<file path="config.mk">
export PLATFORM = sky130hd
export DESIGN_NAME = stereo_vol_mix
export DESIGN_NICKNAME = d
export VERILOG_FILES = /design/src/rtl/svm_pkg.sv /design/src/rtl/svm_route.sv /design/src/rtl/svm_gain_ctrl.sv /design/src/rtl/svm_scale.sv /design/src/rtl/svm_zero_watch.sv /design/src/rtl/stereo_vol_mix.sv
export SDC_FILE = /design/constraint.sdc
export NUM_CORES = 2
export LEC_CHECK = 0
export ABC_CLOCK_PERIOD_IN_PS = 26000
export BUFFER_PORTS_ARGS = -buffer_cell sky130_fd_sc_hd__buf_2
export CAP_MARGIN = 20
export CORE_MARGIN = 2
export CORE_UTILIZATION = 50
export DETAILED_ROUTE_END_ITERATION = 12
export PLACE_DENSITY = 0.64
export REMOVE_ABC_BUFFERS = 1
export SLEW_MARGIN = 30
export SYNTH_ARGS = -nofsm -noshare
export SYNTH_HDL_FRONTEND = slang
export SYNTH_SLANG_ARGS = --single-unit
</file>
<file path="constraint.sdc">
create_clock -name clk -period 26 [get_ports clk]
set_clock_uncertainty 0.15 [all_clocks]
set_input_delay 5.2 -clock clk [delete_from_list [all_inputs] [get_ports clk]]
set_output_delay 5.2 -clock clk [all_outputs]
set_load 0.1 [all_outputs]
</file>
<file path="src/rtl/svm_pkg.sv">
package svm_pkg;

    localparam int ATT_W     = 7;
    localparam int GAIN_W    = 17;
    localparam int GAIN_FRAC = 15;
    localparam logic [ATT_W-1:0] MUTE_IDX = '1;

    typedef enum logic [1:0] {
        SRC_ZERO  = 2'b00,
        SRC_RIGHT = 2'b01,
        SRC_LEFT  = 2'b10,
        SRC_AVG   = 2'b11
    } src_e;

    typedef enum logic [1:0] {
        CHG_NOW     = 2'b00,
        CHG_ZC      = 2'b01,
        CHG_RAMP    = 2'b10,
        CHG_RAMP_ZC = 2'b11
    } chg_e;

    typedef struct packed {
        logic             mute;
        logic [ATT_W-1:0] att;
    } vol_t;

    // 1 dB steps within one octave, halved per 6 dB
    function automatic logic [GAIN_W-1:0] att_to_gain(input logic [ATT_W-1:0] n);
        logic [ATT_W-1:0]  oct;
        logic [ATT_W-1:0]  frac;
        logic [GAIN_W-1:0] base;
        oct  = n / ATT_W'(6);
        frac = n - ATT_W'(oct * ATT_W'(6));
        case (frac)
            ATT_W'(0): base = GAIN_W'(32768);
            ATT_W'(1): base = GAIN_W'(29205);
            ATT_W'(2): base = GAIN_W'(26029);
            ATT_W'(3): base = GAIN_W'(23198);
            ATT_W'(4): base = GAIN_W'(20675);
            default:   base = GAIN_W'(18427);
        endcase
        return base >> oct;
    endfunction

    function automatic logic [ATT_W-1:0] step_toward(input logic [ATT_W-1:0] cur,
                                                     input logic [ATT_W-1:0] tgt);
        if (cur < tgt)      return cur + ATT_W'(1);
        else if (cur > tgt) return cur - ATT_W'(1);
        else                return cur;
    endfunction

endpackage

</file>
<file path="src/rtl/svm_route.sv">
module svm_route
    import svm_pkg::*;
#(
    parameter int W = 24
) (
    input  src_e               sel,
    input  logic signed [W-1:0] l,
    input  logic signed [W-1:0] r,
    output logic signed [W-1:0] mix
);
    logic signed [W:0] sum;

    always_comb begin
        sum = {l[W-1], l} + {r[W-1], r};
        mix = '0;
        unique case (sel)
            SRC_ZERO:  mix = '0;
            SRC_RIGHT: mix = r;
            SRC_LEFT:  mix = l;
            default:   mix = W'(sum >>> 1);
        endcase
    end
endmodule

</file>
<file path="src/rtl/svm_gain_ctrl.sv">
module svm_gain_ctrl
    import svm_pkg::*;
#(
    parameter int ZC_TIMEOUT = 512
) (
    input  logic             clk,
    input  logic             rst,
    input  logic             stb,
    input  chg_e             mode,
    input  vol_t             tgt,
    input  logic             sgn,
    output logic [ATT_W-1:0] use_idx,
    output logic [ATT_W-1:0] held_idx
);
    localparam int CW = $clog2(ZC_TIMEOUT + 1);
    localparam logic [CW-1:0] CNT_LAST = CW'(ZC_TIMEOUT - 1);

    logic [ATT_W-1:0] cur_q;
    logic [ATT_W-1:0] tgt_idx;
    logic [ATT_W-1:0] stepped;
    logic             prev_neg_q;
    logic [CW-1:0]    wait_q;
    logic             pending;
    logic             gate;

    always_comb begin
        tgt_idx = tgt.mute ? MUTE_IDX : tgt.att;
        pending = (tgt_idx != cur_q);
        gate    = (sgn != prev_neg_q) || (wait_q == CNT_LAST);
        stepped = step_toward(cur_q, tgt_idx);
        unique case (mode)
            CHG_NOW:  use_idx = tgt_idx;
            CHG_ZC:   use_idx = gate ? tgt_idx : cur_q;
            CHG_RAMP: use_idx = stepped;
            default:  use_idx = gate ? stepped : cur_q;
        endcase
    end

    always_ff @(posedge clk) begin
        if (rst) begin
            cur_q      <= '0;
            prev_neg_q <= 1'b0;
            wait_q     <= '0;
        end else if (stb) begin
            cur_q      <= use_idx;
            prev_neg_q <= sgn;
            if (!mode[0] || !pending || gate) wait_q <= '0;
            else                              wait_q <= wait_q + CW'(1);
        end
    end

    assign held_idx = cur_q;
endmodule

</file>
<file path="src/rtl/svm_scale.sv">
module svm_scale
    import svm_pkg::*;
#(
    parameter int W = 24
) (
    input  logic signed [W-1:0] mix,
    input  logic [ATT_W-1:0]    idx,
    output logic signed [W-1:0] scaled
);
    localparam int PW = W + GAIN_W + 1;

    logic [GAIN_W-1:0]   g;
    logic signed [PW-1:0] prod;

    always_comb begin
        g      = att_to_gain(idx);
        prod   = PW'(mix) * PW'($signed({1'b0, g}));
        scaled = W'(prod >>> GAIN_FRAC);
    end
endmodule

</file>
<file path="src/rtl/svm_zero_watch.sv">
module svm_zero_watch #(
    parameter int ZERO_RUN = 8192
) (
    input  logic clk,
    input  logic rst,
    input  logic stb,
    input  logic en,
    input  logic all_zero,
    output logic mute_now
);
    localparam int CW = $clog2(ZERO_RUN + 1);
    localparam logic [CW-1:0] RUN_LAST = CW'(ZERO_RUN - 1);

    logic [CW-1:0] run_q;

    assign mute_now = en && all_zero && (run_q >= RUN_LAST);

    always_ff @(posedge clk) begin
        if (rst) begin
            run_q <= '0;
        end else if (stb) begin
            if (!all_zero)            run_q <= '0;
            else if (run_q < RUN_LAST) run_q <= run_q + CW'(1);
        end
    end
endmodule

</file>
<file path="src/rtl/stereo_vol_mix.sv">
module stereo_vol_mix
    import svm_pkg::*;
#(
    parameter int W          = 24,
    parameter int ZC_TIMEOUT = 512,
    parameter int ZERO_RUN   = 8192
) (
    input  logic                clk,
    input  logic                rst,
    input  logic                smp_vld,
    input  logic signed [W-1:0] smp_l,
    input  logic signed [W-1:0] smp_r,
    input  logic [3:0]          route_sel,
    input  logic [1:0]          chg_mode,
    input  logic [7:0]          vol_a,
    input  logic [7:0]          vol_b,
    input  logic                amute_en,
    output logic                out_vld,
    output logic signed [W-1:0] out_a,
    output logic signed [W-1:0] out_b,
    output logic                amuted
);
    localparam int NCH = 2;

    src_e                src      [NCH];
    vol_t                vcfg     [NCH];
    logic signed [W-1:0] mix      [NCH];
    logic signed [W-1:0] scaled   [NCH];
    logic [ATT_W-1:0]    use_idx  [NCH];
    logic [ATT_W-1:0]    held_idx [NCH];
    chg_e                mode;
    logic                mute_now;

    assign src[0]  = src_e'(route_sel[3:2]);
    assign src[1]  = src_e'(route_sel[1:0]);
    assign vcfg[0] = vol_t'(vol_a);
    assign vcfg[1] = vol_t'(vol_b);
    assign mode    = chg_e'(chg_mode);

    for (genvar c = 0; c < NCH; c++) begin : g_ch
        svm_route #(.W(W)) u_route (
            .sel (src[c]),
            .l   (smp_l),
            .r   (smp_r),
            .mix (mix[c])
        );
        svm_gain_ctrl #(.ZC_TIMEOUT(ZC_TIMEOUT)) u_gain (
            .clk      (clk),
            .rst      (rst),
            .stb      (smp_vld),
            .mode     (mode),
            .tgt      (vcfg[c]),
            .sgn      (mix[c][W-1]),
            .use_idx  (use_idx[c]),
            .held_idx (held_idx[c])
        );
        svm_scale #(.W(W)) u_scale (
            .mix    (mix[c]),
            .idx    (use_idx[c]),
            .scaled (scaled[c])
        );
    end

    svm_zero_watch #(.ZERO_RUN(ZERO_RUN)) u_zero (
        .clk      (clk),
        .rst      (rst),
        .stb      (smp_vld),
        .en       (amute_en),
        .all_zero ((smp_l == '0) && (smp_r == '0)),
        .mute_now (mute_now)
    );

    always_ff @(posedge clk) begin
        if (rst) begin
            out_vld <= 1'b0;
            out_a   <= '0;
            out_b   <= '0;
            amuted  <= 1'b0;
        end else begin
            out_vld <= smp_vld;
            if (smp_vld) begin
                amuted <= mute_now;
                out_a  <= mute_now ? '0 : scaled[0];
                out_b  <= mute_now ? '0 : scaled[1];
            end
        end
    end
endmodule

</file>
==> impl_metrics.py <==
metrics = {
    "run_status": {
        "status": "completed",
    },
    "critical_path": {
        "critPathSlowestCell": "nor4_1",
        "critPathLaunchType": "input port",
        "worst-path-max-fanout": 28,
        "arrival_ns": 22.68,
        "startpoint": "smp_l[1]",
        "slowest_delay_ns": 0.71,
        "crit_top_cell": "fa_1",
        "r2r_cells": 58,
        "path_class": "in2reg",
        "r2r_start": "g_ch[0].u_gain.held_idx[4]",
        "required_ns": 26.14,
        "end_kind": "register",
    },
    "cts": {
        "post_cts_buffers": 0,
        "cts.path.max_buffers": 2,
        "ctsHoldBuffers": 0,
        "htreeDepth": 3,
        "clk_transition_reported_paths_ns": 0.08,
        "clock_sinks": 100,
        "numCtsBuffers": 9,
        "cts_tree": "built",
        "post_cts_resized": 0,
        "root_buffer": "clkbuf_16",
        "insertion_delay_ns": 0.43,
    },
    "route": {
        "vias": 29530,
        "drcViolationCount": 0,
        "wire_per_inst_um": 19.59,
        "wirelength_um": 103200,
        "antenna_left": 0,
        "met1Wirelength_um": 44840,
        "maxUsedRoutingLayer": "met5",
        "avgViaCountPerCell": 5.604,
        "dr_wl_met2_um": 46050,
        "firstDrtPassIters": 6,
        "drt_iter0_drc": 2374,
        "wl_met3_um": 9395,
    },
    "synthesis": {
        "synthFlopType": "dfxtp_1",
        "synth_cell_types": 95,
        "synth_area_leaders": "fa_1, inv_1, ha_1",
        "async_reset_ff_share_pct": 0,
        "synth_edf_count": 0,
        "synth_area_um2": 35600,
        "synth_top_cell_area_share_pct": 40.54,
        "synthCells": 4292,
        "ys_seq_area_share_pct": 5.623,
        "avgSynthCellArea_um2": 8.295,
        "yosys_warnings": 0,
        "ys_ff_latch": 100,
        "synth_top_area_cell": "fa_1",
    },
    "finish": {
        "layout_common_cells": "inv_1, fa_1, nand2_1",
        "layout_commonest_cell": "inv_1",
        "finalNetCount": 5354,
        "syn_to_final_growth_pct": 5.855,
        "drive_gt1_share_pct": 7.409,
    },
    "sta": {
        "fin_crit_ns": 22.54,
        "worst_slew_pin_slew_ns": 1.035,
        "period_share_pct": 86.68,
        "relSlewSlack_pct": 30.98,
        "rsz0062_at_grt": "no",
        "final_hold_viol_count": 0,
        "setup_violations": 0,
        "max_freq_mhz": 44.37,
        "tns_ns": 0,
        "final-max-slew-violation-count": 0,
    },
    "hold_path": {
        "whs_path_depth": 2,
        "min_from": "g_ch[1].u_gain.prev_neg_q",
        "hold_path_class": "reg2reg",
    },
    "place": {
        "globalplace.congestion": 0.9252,
        "dp_hpwl_um": 83630,
        "io_buffers": 123,
    },
    "global_routing": {
        "grt_pass1_vias": 30350,
        "grt-ovfl-total": 0,
        "antenna_found_initial": 20,
        "grt_start_max_net_pins": 54,
        "grt_pass1_wl_um": 169600,
        "grt_usage_pct": 29.42,
    },
    "die": {
        "die_y_um": 270.8,
        "initial_utilization_pct": 50.67,
        "die_x_um": 270.8,
        "io_pins": 124,
        "dieArea_um2": 73360,
        "coreArea_um2": 70270,
        "placementRows": 97,
    },
    "job": {
        "max-cap-violations": 0,
    },
}
## cells in the mapped netlist, types with 31 or more instances
cell / count
a21o_1: 51
xnor2_1: 80
mux2i_1: 35
a21oi_1: 101
a22o_1: 50
ha_1: 245
inv_1: 928
fa_1: 721
nor3_1: 66
clkbuf_1: 129
nor2b_1: 35
o21ai_0: 115
nand2b_1: 48
buf_2: 31
nor2_1: 455
dfxtp_1: 100
xor2_1: 49
nand3_1: 65
nand2_1: 494
## worst max-delay path, delay by kind of cell
kind	cells	cell delay, ns
and+or+nand+nor	15	4.28
buffers and inverters	10	1.52
xor gates and xnor gates	2	0.23
adders and majority gates	12	5.22
muxes	1	0.30
AOI/OAI and AO/OA	21	5.87
## final timing paths
path	endpoint	slack, ns
max	out_a[23]	3.46
min	g_ch[1].u_gain.prev_neg_q	0.31
max reg2reg	out_a[23]	8.75
min reg2reg	g_ch[1].u_gain.prev_neg_q	0.31
## area by class of cell
type	count	area [um^2]
Multi-Input combinational cell	3074	29510
Fill cell	6711	32580
Tap cell	940	1176
Clock inverter	7	88.84
Inverter	936	3516
Clock buffer	9	225.2
Sequential cell	100	2002
Antenna cell	11	27.53
Timing Repair Buffer	193	1145
## logic make-up (layout without fill, tap and decap cells)
group	after synthesis	count (layout)	share of synthesized area, %
other	0	11	0
DFF	100	100	5.623
and+or+nand+nor	1343	1343	16.70
xor gates and xnor gates	130	130	3.237
AOI/OAI and AO/OA	576	576	11.57
adders and majority gates	969	969	49.24
muxes	56	56	1.711
buffers and inverters	1118	1145	11.92
## routing by layer
layer | vias up | track usage (%)
met5 | - | 0
met4 | 10 | 7.793
met3 | 180 | 6.807
met2 | 1097 | 45.83
met1 | 14770 | 41.28
li1 | 13480 | -
## through the flow
step           area (um^2)  setup WS, ns  instances  hold slack (ns)  utilization, %
6_report             37690         3.463       5270           0.3064           53.63
4_1_cts              37620         3.612       5257           0.3127           53.54
5_1_grt              37670         2.215       5265           0.3415           53.61
2_1_floorplan        34870         5.133       4110           0.2750               -
3_3_place_gp         37260         2.977       5239           0.2843           53.02
3_5_place_dp         37310         3.233       5241           0.2942           53.09
## registers in the layout, indices dropped and copies added, names as in the netlist
| signal | flops |
|---|---|
| g_ch.u_gain.prev_neg_q | 2 |
| out_b | 24 |
| out_a | 24 |
| out_vld | 1 |
| u_zero.run_q | 14 |
| g_ch.u_gain.held_idx | 14 |
| g_ch.u_gain.wait_q | 20 |
| amuted | 1 |
Power is not shown: default switching activity piles up to over one toggle a cycle in this logic, so the estimate is an artifact.
